**src/rtl/fam_pkg.sv**
```systemverilog
package fam_pkg;
  typedef enum logic [1:0] {
    ST_IDLE,
    ST_WAIT,
    ST_MEAS,
    ST_DONE
  } famState_t;

  // strobes from control to datapath
  typedef struct packed {
    logic clearCap;  // forget any earlier capture
    logic openWin;   // this cycle holds the opening reference edge
    logic inWin;     // window open, not the opening cycle
    logic publish;   // copy the capture to the result register
  } famCtl_t;
endpackage

```
**src/rtl/fam_datapath.sv**
```systemverilog
module fam_datapath
  import fam_pkg::*;
#(
  parameter int RES_W = 12
) (
  input  logic             clk,
  input  logic             rstN,
  input  logic             framePulse,
  input  logic             evalIn,
  input  logic             edgeMode,
  input  famCtl_t          ctl,
  output logic             refEdge,
  output logic [RES_W-1:0] result
);
  localparam logic [RES_W-1:0] SAT_VAL = {RES_W{1'b1}};
  localparam logic [RES_W:0]   STEP    = (RES_W+1)'(2);

  logic fpQ, fpPrevQ;
  logic evalPosQ, evalMidQ, midOldQ;
  logic [RES_W-1:0] cntQ, capQ, resultQ;
  logic foundQ;

  // mid-cycle sample of the evaluation input gives half-period resolution
  always_ff @(negedge clk or negedge rstN) begin
    if (!rstN) evalMidQ <= 1'b0;
    else       evalMidQ <= evalIn;
  end

  always_ff @(posedge clk or negedge rstN) begin
    if (!rstN) begin
      fpQ      <= 1'b0;
      fpPrevQ  <= 1'b0;
      evalPosQ <= 1'b0;
      midOldQ  <= 1'b0;
    end else begin
      fpQ      <= framePulse;
      fpPrevQ  <= fpQ;
      evalPosQ <= evalIn;
      midOldQ  <= evalMidQ;
    end
  end

  assign refEdge = edgeMode ? (fpQ & ~fpPrevQ) : (~fpQ & fpPrevQ);

  // earlyEdge: between the last mid sample and this posedge sample
  // lateEdge: between this posedge sample and the following mid sample
  logic earlyEdge, lateEdge;
  assign earlyEdge = edgeMode ? (~midOldQ & evalPosQ) : (midOldQ & ~evalPosQ);
  assign lateEdge  = edgeMode ? (~evalPosQ & evalMidQ) : (evalPosQ & ~evalMidQ);

  logic [RES_W-1:0] base, lateVal, nextCnt;
  logic [RES_W:0]   sumOne, sumTwo;
  logic             capEn;

  assign base    = ctl.openWin ? '0 : cntQ;
  assign sumOne  = {1'b0, base} + (RES_W+1)'(1);
  assign lateVal = sumOne[RES_W] ? SAT_VAL : sumOne[RES_W-1:0];
  assign sumTwo  = {1'b0, base} + STEP;
  assign nextCnt = sumTwo[RES_W] ? SAT_VAL : sumTwo[RES_W-1:0];
  assign capEn   = (ctl.openWin | ctl.inWin) & ~foundQ;

  always_ff @(posedge clk or negedge rstN) begin
    if (!rstN) begin
      cntQ    <= '0;
      capQ    <= SAT_VAL;
      foundQ  <= 1'b0;
      resultQ <= '0;
    end else begin
      if (ctl.openWin | ctl.inWin) cntQ <= nextCnt;
      if (ctl.clearCap) begin
        capQ   <= SAT_VAL;
        foundQ <= 1'b0;
      end else if (capEn && earlyEdge) begin
        capQ   <= base;
        foundQ <= 1'b1;
      end else if (capEn && lateEdge) begin
        capQ   <= lateVal;
        foundQ <= 1'b1;
      end
      if (ctl.publish) resultQ <= foundQ ? capQ : SAT_VAL;
    end
  end

  assign result = resultQ;


  cnt_monotonic_chk: assert property (@(posedge clk) disable iff (!rstN)
    ctl.inWin |=> cntQ >= $past(cntQ));


  capture_hold_chk: assert property (@(posedge clk) disable iff (!rstN)
    (foundQ && !ctl.clearCap) |=> $stable(capQ));
endmodule

```
**src/rtl/fam_control.sv**
```systemverilog
module fam_control
  import fam_pkg::*;
#(
  parameter int ARM_EDGES = 2
) (
  input  logic    clk,
  input  logic    rstN,
  input  logic    startBit,
  input  logic    wideMode,
  input  logic    refEdge,
  output famCtl_t ctl,
  output logic    complete
);
  localparam int ARM_W = $clog2(ARM_EDGES + 1);
  localparam logic [ARM_W-1:0] ARM_MAX = ARM_W'(ARM_EDGES);

  famState_t stateQ, stateD;
  logic sfeQ, sfePrevQ;
  logic [ARM_W-1:0] lowCntQ;
  logic armed, startRise;

  assign armed     = (lowCntQ == ARM_MAX);
  assign startRise = sfeQ & ~sfePrevQ;

  always_ff @(posedge clk or negedge rstN) begin
    if (!rstN) begin
      sfeQ     <= 1'b0;
      sfePrevQ <= 1'b0;
      lowCntQ  <= '0;
    end else begin
      sfeQ     <= startBit;
      sfePrevQ <= sfeQ;
      if (sfeQ)                          lowCntQ <= '0;
      else if (refEdge && !armed)        lowCntQ <= lowCntQ + ARM_W'(1);
    end
  end

  always_comb begin
    stateD = stateQ;
    ctl    = '0;
    if (wideMode || !sfeQ) begin
      stateD = ST_IDLE;
    end else begin
      unique case (stateQ)
        ST_IDLE: if (startRise && armed) begin
          stateD       = ST_WAIT;
          ctl.clearCap = 1'b1;
        end
        ST_WAIT: if (refEdge) begin
          stateD      = ST_MEAS;
          ctl.openWin = 1'b1;
        end
        ST_MEAS: if (refEdge) begin
          stateD      = ST_DONE;
          ctl.publish = 1'b1;
        end else begin
          ctl.inWin = 1'b1;
        end
        ST_DONE: stateD = ST_DONE;
        default: stateD = ST_IDLE;
      endcase
    end
  end

  always_ff @(posedge clk or negedge rstN) begin
    if (!rstN) stateQ <= ST_IDLE;
    else       stateQ <= stateD;
  end

  assign complete = (stateQ == ST_DONE);


  done_on_ref_chk: assert property (@(posedge clk) disable iff (!rstN)
    $rose(complete) |-> $past(refEdge));


  wide_blocks_chk: assert property (@(posedge clk) disable iff (!rstN)
    wideMode |=> !complete);


  start_low_clears_chk: assert property (@(posedge clk) disable iff (!rstN)
    !startBit |=> ##1 !complete);
endmodule

```
**src/rtl/frame_align_meter.sv**
```systemverilog
module frame_align_meter
  import fam_pkg::*;
#(
  parameter int RES_W     = 12,
  parameter int ARM_EDGES = 2
) (
  input  logic             clk,
  input  logic             rstN,
  input  logic             framePulse,
  input  logic             evalIn,
  input  logic             startBit,
  input  logic             edgeMode,
  input  logic             wideMode,
  output logic             complete,
  output logic [RES_W-1:0] result
);
  famCtl_t ctl;
  logic    refEdge;

  fam_control #(.ARM_EDGES(ARM_EDGES)) u_ctrl (
    .clk      (clk),
    .rstN     (rstN),
    .startBit (startBit),
    .wideMode (wideMode),
    .refEdge  (refEdge),
    .ctl      (ctl),
    .complete (complete)
  );

  fam_datapath #(.RES_W(RES_W)) u_dp (
    .clk        (clk),
    .rstN       (rstN),
    .framePulse (framePulse),
    .evalIn     (evalIn),
    .edgeMode   (edgeMode),
    .ctl        (ctl),
    .refEdge    (refEdge),
    .result     (result)
  );


  result_hold_chk: assert property (@(posedge clk) disable iff (!rstN)
    (complete && $past(complete)) |-> $stable(result));
endmodule

```
**config.mk**
```make
export PLATFORM = sky130hd
export DESIGN_NAME = frame_align_meter
export DESIGN_NICKNAME = d
export VERILOG_FILES = /design/src/rtl/fam_pkg.sv /design/src/rtl/fam_datapath.sv /design/src/rtl/fam_control.sv /design/src/rtl/frame_align_meter.sv
export SDC_FILE = /design/constraint.sdc
export NUM_CORES = 1
export LEC_CHECK = 0
export CAP_MARGIN = 20
export CORE_AREA = 8 8 81 83
export CTS_BUF_LIST = sky130_fd_sc_hd__clkbuf_16
export CTS_CLUSTER_SIZE = 25
export DETAILED_ROUTE_END_ITERATION = 7
export DIE_AREA = 0 0 89 91
export MAX_ROUTING_LAYER = met4
export PLACE_DENSITY = 0.68
export SYNTH_ARGS = -nofsm -noshare
export SYNTH_HDL_FRONTEND = slang
export SYNTH_SLANG_ARGS = --single-unit
```
**constraint.sdc**
```tcl
create_clock -name clk -period 3.15 [get_ports clk]
set_input_delay 0.4725 -clock clk [delete_from_list [all_inputs] [get_ports clk]]
set_output_delay 0.4725 -clock clk [all_outputs]
set_load 0.005 [all_outputs]
```
==> reports/qor.txt, run 1 <==
First-pass GRT wire length: 9080 um
Crit path from: u_dp.evalMidQ$_DFF_NN0_
Gate power share: 8.7%
Int Power: 0.001232 W
DRT iter0 DRCs: 170
TritonCTS Sinks: 48
Final net count: 303
Gate Count Post-Synth: 266
Synthesized Nets: 276
Count leader, synth: dfrtp_1
TritonCTS clock tree: done
Non-filler cells, final: 366
GPL Wtd Cong: 0.8501
Endpoints failing hold: 0
Critical Path RT: 3360 ps
CP Capture Type: register
Filler cell count: 493
GRT Overall Usage: 14.47%
Reg2reg start: u_dp.evalMidQ$_DFF_NN0_
Top_reg_cell synth: dfrtp_1
# IOs: 20
Worst Tran Pin Value: 584.4 ps
DIE AREA: 0.008099 sq mm
Placed instance count: 357
1st-pass router iterations: 4
Core Footprint: 0.005338 sq mm
Starting density of the core: 47.82%
Register clock-pin slew on the reported worst setup and hold paths: 60 ps
Maximum VDD drop: 0.2627 mV
Drt total wl: 5331 um
Net Sw Frac: 20.70%
#FFs+latches synth: 48
Synth area leader: dfrtp_1
Pins Over Slew Limit: 0
Share of post-route cells with drive strength above 1: 16.33%
Relative slew slack: 61.04%
Mapped Avg Cell Area: 9.596 sq um
DR WL/cell: 14.57 um
DRC violations left: 0
# H-tree levels: 2
Worst-path fanout max: 7
Vias in the first global route: 1,879
Clock Latency Late Sink: 300 ps
Hold Path Class: in2async
Commonest cells in the netlist: dfrtp_1 (35), nand2_1 (30), o21ai_0 (25), nor2b_1 (16), nor2_1 (14)
Final Setup Violations: 0
Post-synth EDFFs: 0
Via Count: 2,024
Hold slack: 319.2 ps
Die width: 89 um
CTS buffer count: 5
Critical path type: reg2reg
Congestion Overflow GR: 0
Rows: 27
Antenna violations before repair: 0
FFs w/ async S/R, synth: 100.0%
CTS root buf: clkbuf_16
Synth unique cells: 48
Area contributors post-synth: dfrtp_1 (34%), dfstp_2 (12%), o21ai_0 (4.9%)
Pin count of the biggest net entering global routing: 48
Arrival time worst endpoint: 3320 ps
Area share of the largest cell type after synthesis: 34.31%
Antenna cells: 0
PwrDens: 504.2 mW/mm^2
Yosys warns: 0
Lkg Pwr: 1.308 nW
P&R area growth vs syn: 20.74%
Die Ht: 91 um
Reg power frac: 48.2%
Switching pwr: 0.0003216 W
Vias per cell: 5.530
Largest buffer count on any clock path: 2
Status: finished clean
Fin Clk Skew: 23.14 ps
Post-DRT Antenna Nets: 0
Clock power share: 43.1%
Seq/Total Area, Yosys: 47.65%
Buffers on Ports: 19
Max-cap violations: 0
Netlist Area Pre-Place: 0.002552 sq mm
Estimated wirelength of the detail-placed design: 3845 um
Crit path launch type: register
[layout by cell type (no fill, tap or decap), types with 10 or more instances in the layout]
cell / count
dfstp_2: 12
a21oi_1: 10
nand3_1: 11
buf_4: 14
nor2b_1: 16
dfrtp_1: 35
nand2_1: 30
o21ai_0: 24
nor2_1: 14
clkdlybuf4s50_1: 18
[cell families (layout without fill, tap and decap cells)]
family | Yosys count | after routing | synth area share (%)
compound gates | 69 | 69 | 19.36
mux | 7 | 7 | 2.794
fa+ha+maj | 3 | 3 | 1.471
simple gates | 114 | 114 | 23.82
flops | 48 | 48 | 47.65
buf+inv | 19 | 47 | 2.843
xor+xnor | 6 | 6 | 2.059
[state kept, by name, summed over array words and instances (netlist names), 2 cells and up]
signal / count
u_dp.capQ: 12
u_dp.cntQ: 12
u_dp.result: 12
u_ctrl.lowCntQ: 2
u_ctrl.stateQ: 2
[final cells by class]
class	instances	area (sq um)	area share [%]
Clock inverter	3	63.81	2.071
Timing Repair Buffer	34	295.3	9.582
Multi-Input combinational cell	199	1272	41.29
Clock buffer	5	125.1	4.060
Tap cell	72	90.09	2.923
Sequential cell	48	1216	39.46
Inverter	5	18.77	0.6090
[path summary, 6_finish.rpt]
kind	endpoint	slack (ps)	cells after the start
setup / recovery	u_dp.capQ[9]$_DFFE_PN1P_	40	5
hold / removal	u_ctrl.stateQ[1]$_DFFE_PN0P_	320	2
setup reg to reg	u_dp.capQ[9]$_DFFE_PN1P_	40	5
hold reg to reg	u_dp.fpPrevQ$_DFF_PN0_	450	0
max in group asynchronous	u_dp.evalMidQ$_DFF_NN0_	1610	1
min in group clk	u_dp.fpPrevQ$_DFF_PN0_	450	0
[power groups by stage]
stage / logic, W / clock network, W / registers [W]
after detailed placement: 0.000136 / 0 / 0.000759
after CTS: 0.000137 / 0.000687 / 0.000748
final: 0.000136 / 0.000669 / 0.000749
after global placement: 0.000132 / 0 / 0.000756
after floorplan: 0.0000946 / 0 / 0.000743
after global routing: 0.000153 / 0.000714 / 0.000757
[timing repair]
action	in CTS	in global routing
hold buffers	0	0
gates resized for setup	1	4
setup endpoints to repair	10	11
pin swaps	0	3
setup buffers	0	0
hold endpoints to repair	0	0
cloned	0	1
[critical path, stage by stage, from the launching register on]
cell	delay, ps
dfrtn_1	440
nand2b_1	80
a21boi_2	160
o221ai_2	130
a21o_1	250
o32a_1	370
[metrics by stage]
| stage | utilization, % | area (sq um) | total power [W] | setup TNS [ps] | setup WS (ps) |
|---|---|---|---|---|---|
| after global placement | 53.94 | 2879 | 0.0008880 | -122.1 | -21.66 |
| after floorplan | - | 2552 | 0.0008372 | 0 | 25.30 |
| after detailed placement | 53.94 | 2879 | 0.0008944 | -311.0 | -51.89 |
| after CTS | 57.48 | 3068 | 0.001571 | 0 | 3.246 |
| final | 57.74 | 3082 | 0.001554 | 0 | 37.45 |
| after global routing | 57.74 | 3082 | 0.001624 | -7.330 | -5.002 |
[layer usage]
layer  track usage, %  routed length (um)  vias to the layer above
met3            3.243                 204                        6
met4            5.270                  77                        0
met1            20.20                2693                      963
met2            19.85                2356                       35
met5                -                   0                        -
li1                 -                   -                     1020
No activity file was read; power rests on OpenSTA's default activity.
==> run 2, diff against run 1 <==
- CAP_MARGIN: 20 -> 15
==> results of run 2 <==
No change in the layout: final DEF, timing and power equal those of run 1.
==> run 3, diff against run 2 <==
- CORE_AREA: 8 8 81 83 -> 8 8 76 78
- DIE_AREA: 0 0 89 91 -> 0 0 84 86
- PLACE_DENSITY: 0.68 -> 0.77
==> run 3 against run 2 <==
  * Die area fell by 11%
  * Core utilization rose by 8.0 points
  * Clock power fell by 22%
  * Largest power group unchanged
  * Worst setup slack improved by 19 ps
  * Worst hold slack got worse by 27 ps
  * Critical endpoint is now u_dp.capQ[4]$_DFFE_PN1P_
  * Count of clock-buffer cells in the layout did not move
  * Combinational power rose by 3%
  * Highest routed layer unchanged
  * First-iteration DRC count fell by 31%
  * Sequential share of layout area rose by 0.75 points
  * Cell count fell by 5.2%
  * Largest cell class unchanged
==> reports/qor.txt, run 3 (synthesis results as in run 1) <==
Status: finished clean
Estimated wirelength of the detail-placed design: 3747 um
DR WL/cell: 15.73 um
Critical path type: reg2reg
Worst Tran Pin Value: 565.8 ps
# H-tree levels: 2
Total negative setup slack: 0 ps
Final net count: 302
Hold-fix buffers at CTS: 0
Relative slew slack: 62.28%
Starting density of the core: 55.51%
Rows: 25
Crit path from: u_dp.evalMidQ$_DFF_NN0_
First-pass GRT wire length: 9239 um
Lkg Pwr: 1.280 nW
PwrDens: 465.6 mW/mm^2
Power Total: 0.001408 W
Die width: 84 um
1st-pass router iterations: 5
P&R area growth vs syn: 18.48%
# IOs: 20
Cells on worst reg2reg path: 6
Post-DRT Antenna Nets: 0
GPL Wtd Cong: 0.9261
Critical Path RT: 3370 ps
Design area: 0.003024 sq mm
Commonest cells after routing, fill and taps aside: dfrtp_1 (35), nand2_1 (30), o21ai_0 (24)
Pins Over Slew Limit: 0
Most common cell after layout, fill and taps aside: dfrtp_1
Die Ht: 86 um
CTS buffer count: 5
Worst slack, placed: -43.20 ps
RR Endpoint: u_dp.capQ[4]$_DFFE_PN1P_
Drt total wl: 5459 um
Reg power frac: 53.1%
Int Power: 0.001074 W
CP Capture Type: register
Antenna violations before repair: 0
Dpl cell area: 0.002849 sq mm
TritonCTS clock tree: done
Share of post-route cells with drive strength above 1: 17.06%
Switching pwr: 0.0003344 W
Clock Latency Late Sink: 310 ps
Crit path launch type: register
Post-CTS Setup Inserts: 0
Clock power share: 36.9%
Fin Clk Skew: 20.41 ps
DRC violations left: 0
Congestion Overflow GR: 0
Final Setup Violations: 0
Vias per cell: 5.856
Maximum VDD drop: 0.2929 mV
Endpoints failing hold: 0
Pin count of the biggest net entering global routing: 48
Largest buffer count on any clock path: 2
Max-cap violations: 0
Reg2reg start: u_dp.evalMidQ$_DFF_NN0_
GRT Overall Usage: 15.99%
Vias in the first global route: 1,877
Final WS setup: 56.08 ps
Buffers on Ports: 19
Hold Path Class: in2async
Via Count: 2,032
Fin util: 65.77%
Worst setup path endpoint: u_dp.capQ[4]$_DFFE_PN1P_
Gate power share: 10.0%
Reg2Reg Setup Slack: 60 ps
Antenna cells: 0
CTS root buf: clkbuf_16
TritonCTS Sinks: 48
DRT iter0 DRCs: 117
Register clock-pin slew on the reported worst setup and hold paths: 60 ps
Net Sw Frac: 23.75%
DIE AREA: 0.007224 sq mm
Arrival time worst endpoint: 3310 ps
Core Footprint: 0.004598 sq mm
RSZ-0062 raised after global routing: false
Worst-path fanout max: 6
[run 3: cell count changes in the layout (fill, tap and decap cells not counted)]
cell,delta
o21ai_2,+1
o21ai_1,-1
a2bb2oi_1,-1
a2bb2oi_2,+1
a21o_1,-1
a21o_4,+1
inv_1,-1
buf_4,-1
bufinv_16,-2
clkinv_1,+1
clkinvlp_4,+2
[run 3: cell type report]
class	count	area [sq um]
Tap cell	54	67.56
Sequential cell	48	1216
Multi-Input combinational cell	199	1290
Clock inverter	3	18.77
Fill cell	385	1574
Timing Repair Buffer	33	287.8
Inverter	5	18.77
Clock buffer	5	125.1
[run 3: worst min path at each step]
stage                                    end  slack [ps]  cells past startpoint
2_1_floorplan  u_ctrl.lowCntQ[0]$_DFFE_PN0P_         180                      0
3_3_place_gp          u_dp.fpPrevQ$_DFF_PN0_         430                      0
3_5_place_dp          u_dp.fpPrevQ$_DFF_PN0_         440                      0
4_1_cts                   u_dp.fpQ$_DFF_PN0_         320                      2
5_1_grt             u_dp.cntQ[1]$_DFFE_PN0N_         360                      2
6_report                  u_dp.fpQ$_DFF_PN0_         290                      2
[run 3: routing by layer]
metal / up-vias / track usage [%] / share of wire, %
li1: 1011 / - / -
met5: - / - / 0
met3: 8 / 4.360 / 5.2
met2: 56 / 24.28 / 46
met4: 0 / 5.338 / 1.3
met1: 957 / 20.20 / 47
[run 3: metrics by stage]
step	hold WS [ps]	instances
after floorplan	176.9	266
after global placement	429.7	338
after detailed placement	441.8	338
after CTS	322.4	346
after global routing	363.6	347
final	292.4	347
[run 3: power groups by stage]
stage	Clock (W)	Sequential, W	Combinational, W
6_report	0.000520	0.000748	0.000140
2_1_floorplan	0	0.000743	0.0000946
3_3_place_gp	0	0.000755	0.000131
4_1_cts	0.000529	0.000747	0.000138
5_1_grt	0.000552	0.000756	0.000159
3_5_place_dp	0	0.000757	0.000135
[run 3: critical path: stages (launching register included)]
cell and delay, ps:
dfrtn_1 440, a211oi_2 100, o221ai_2 220, buf_4 180, o21ai_2 60, buf_4 170, o221a_2 270
[run 3: timing repair]
action,4_1_cts,5_1_grt
gates cloned,0,1
gates resized for setup,3,5
setup endpoints to repair,10,11
endpoints found under the hold margin,0,0
pin swaps,0,4
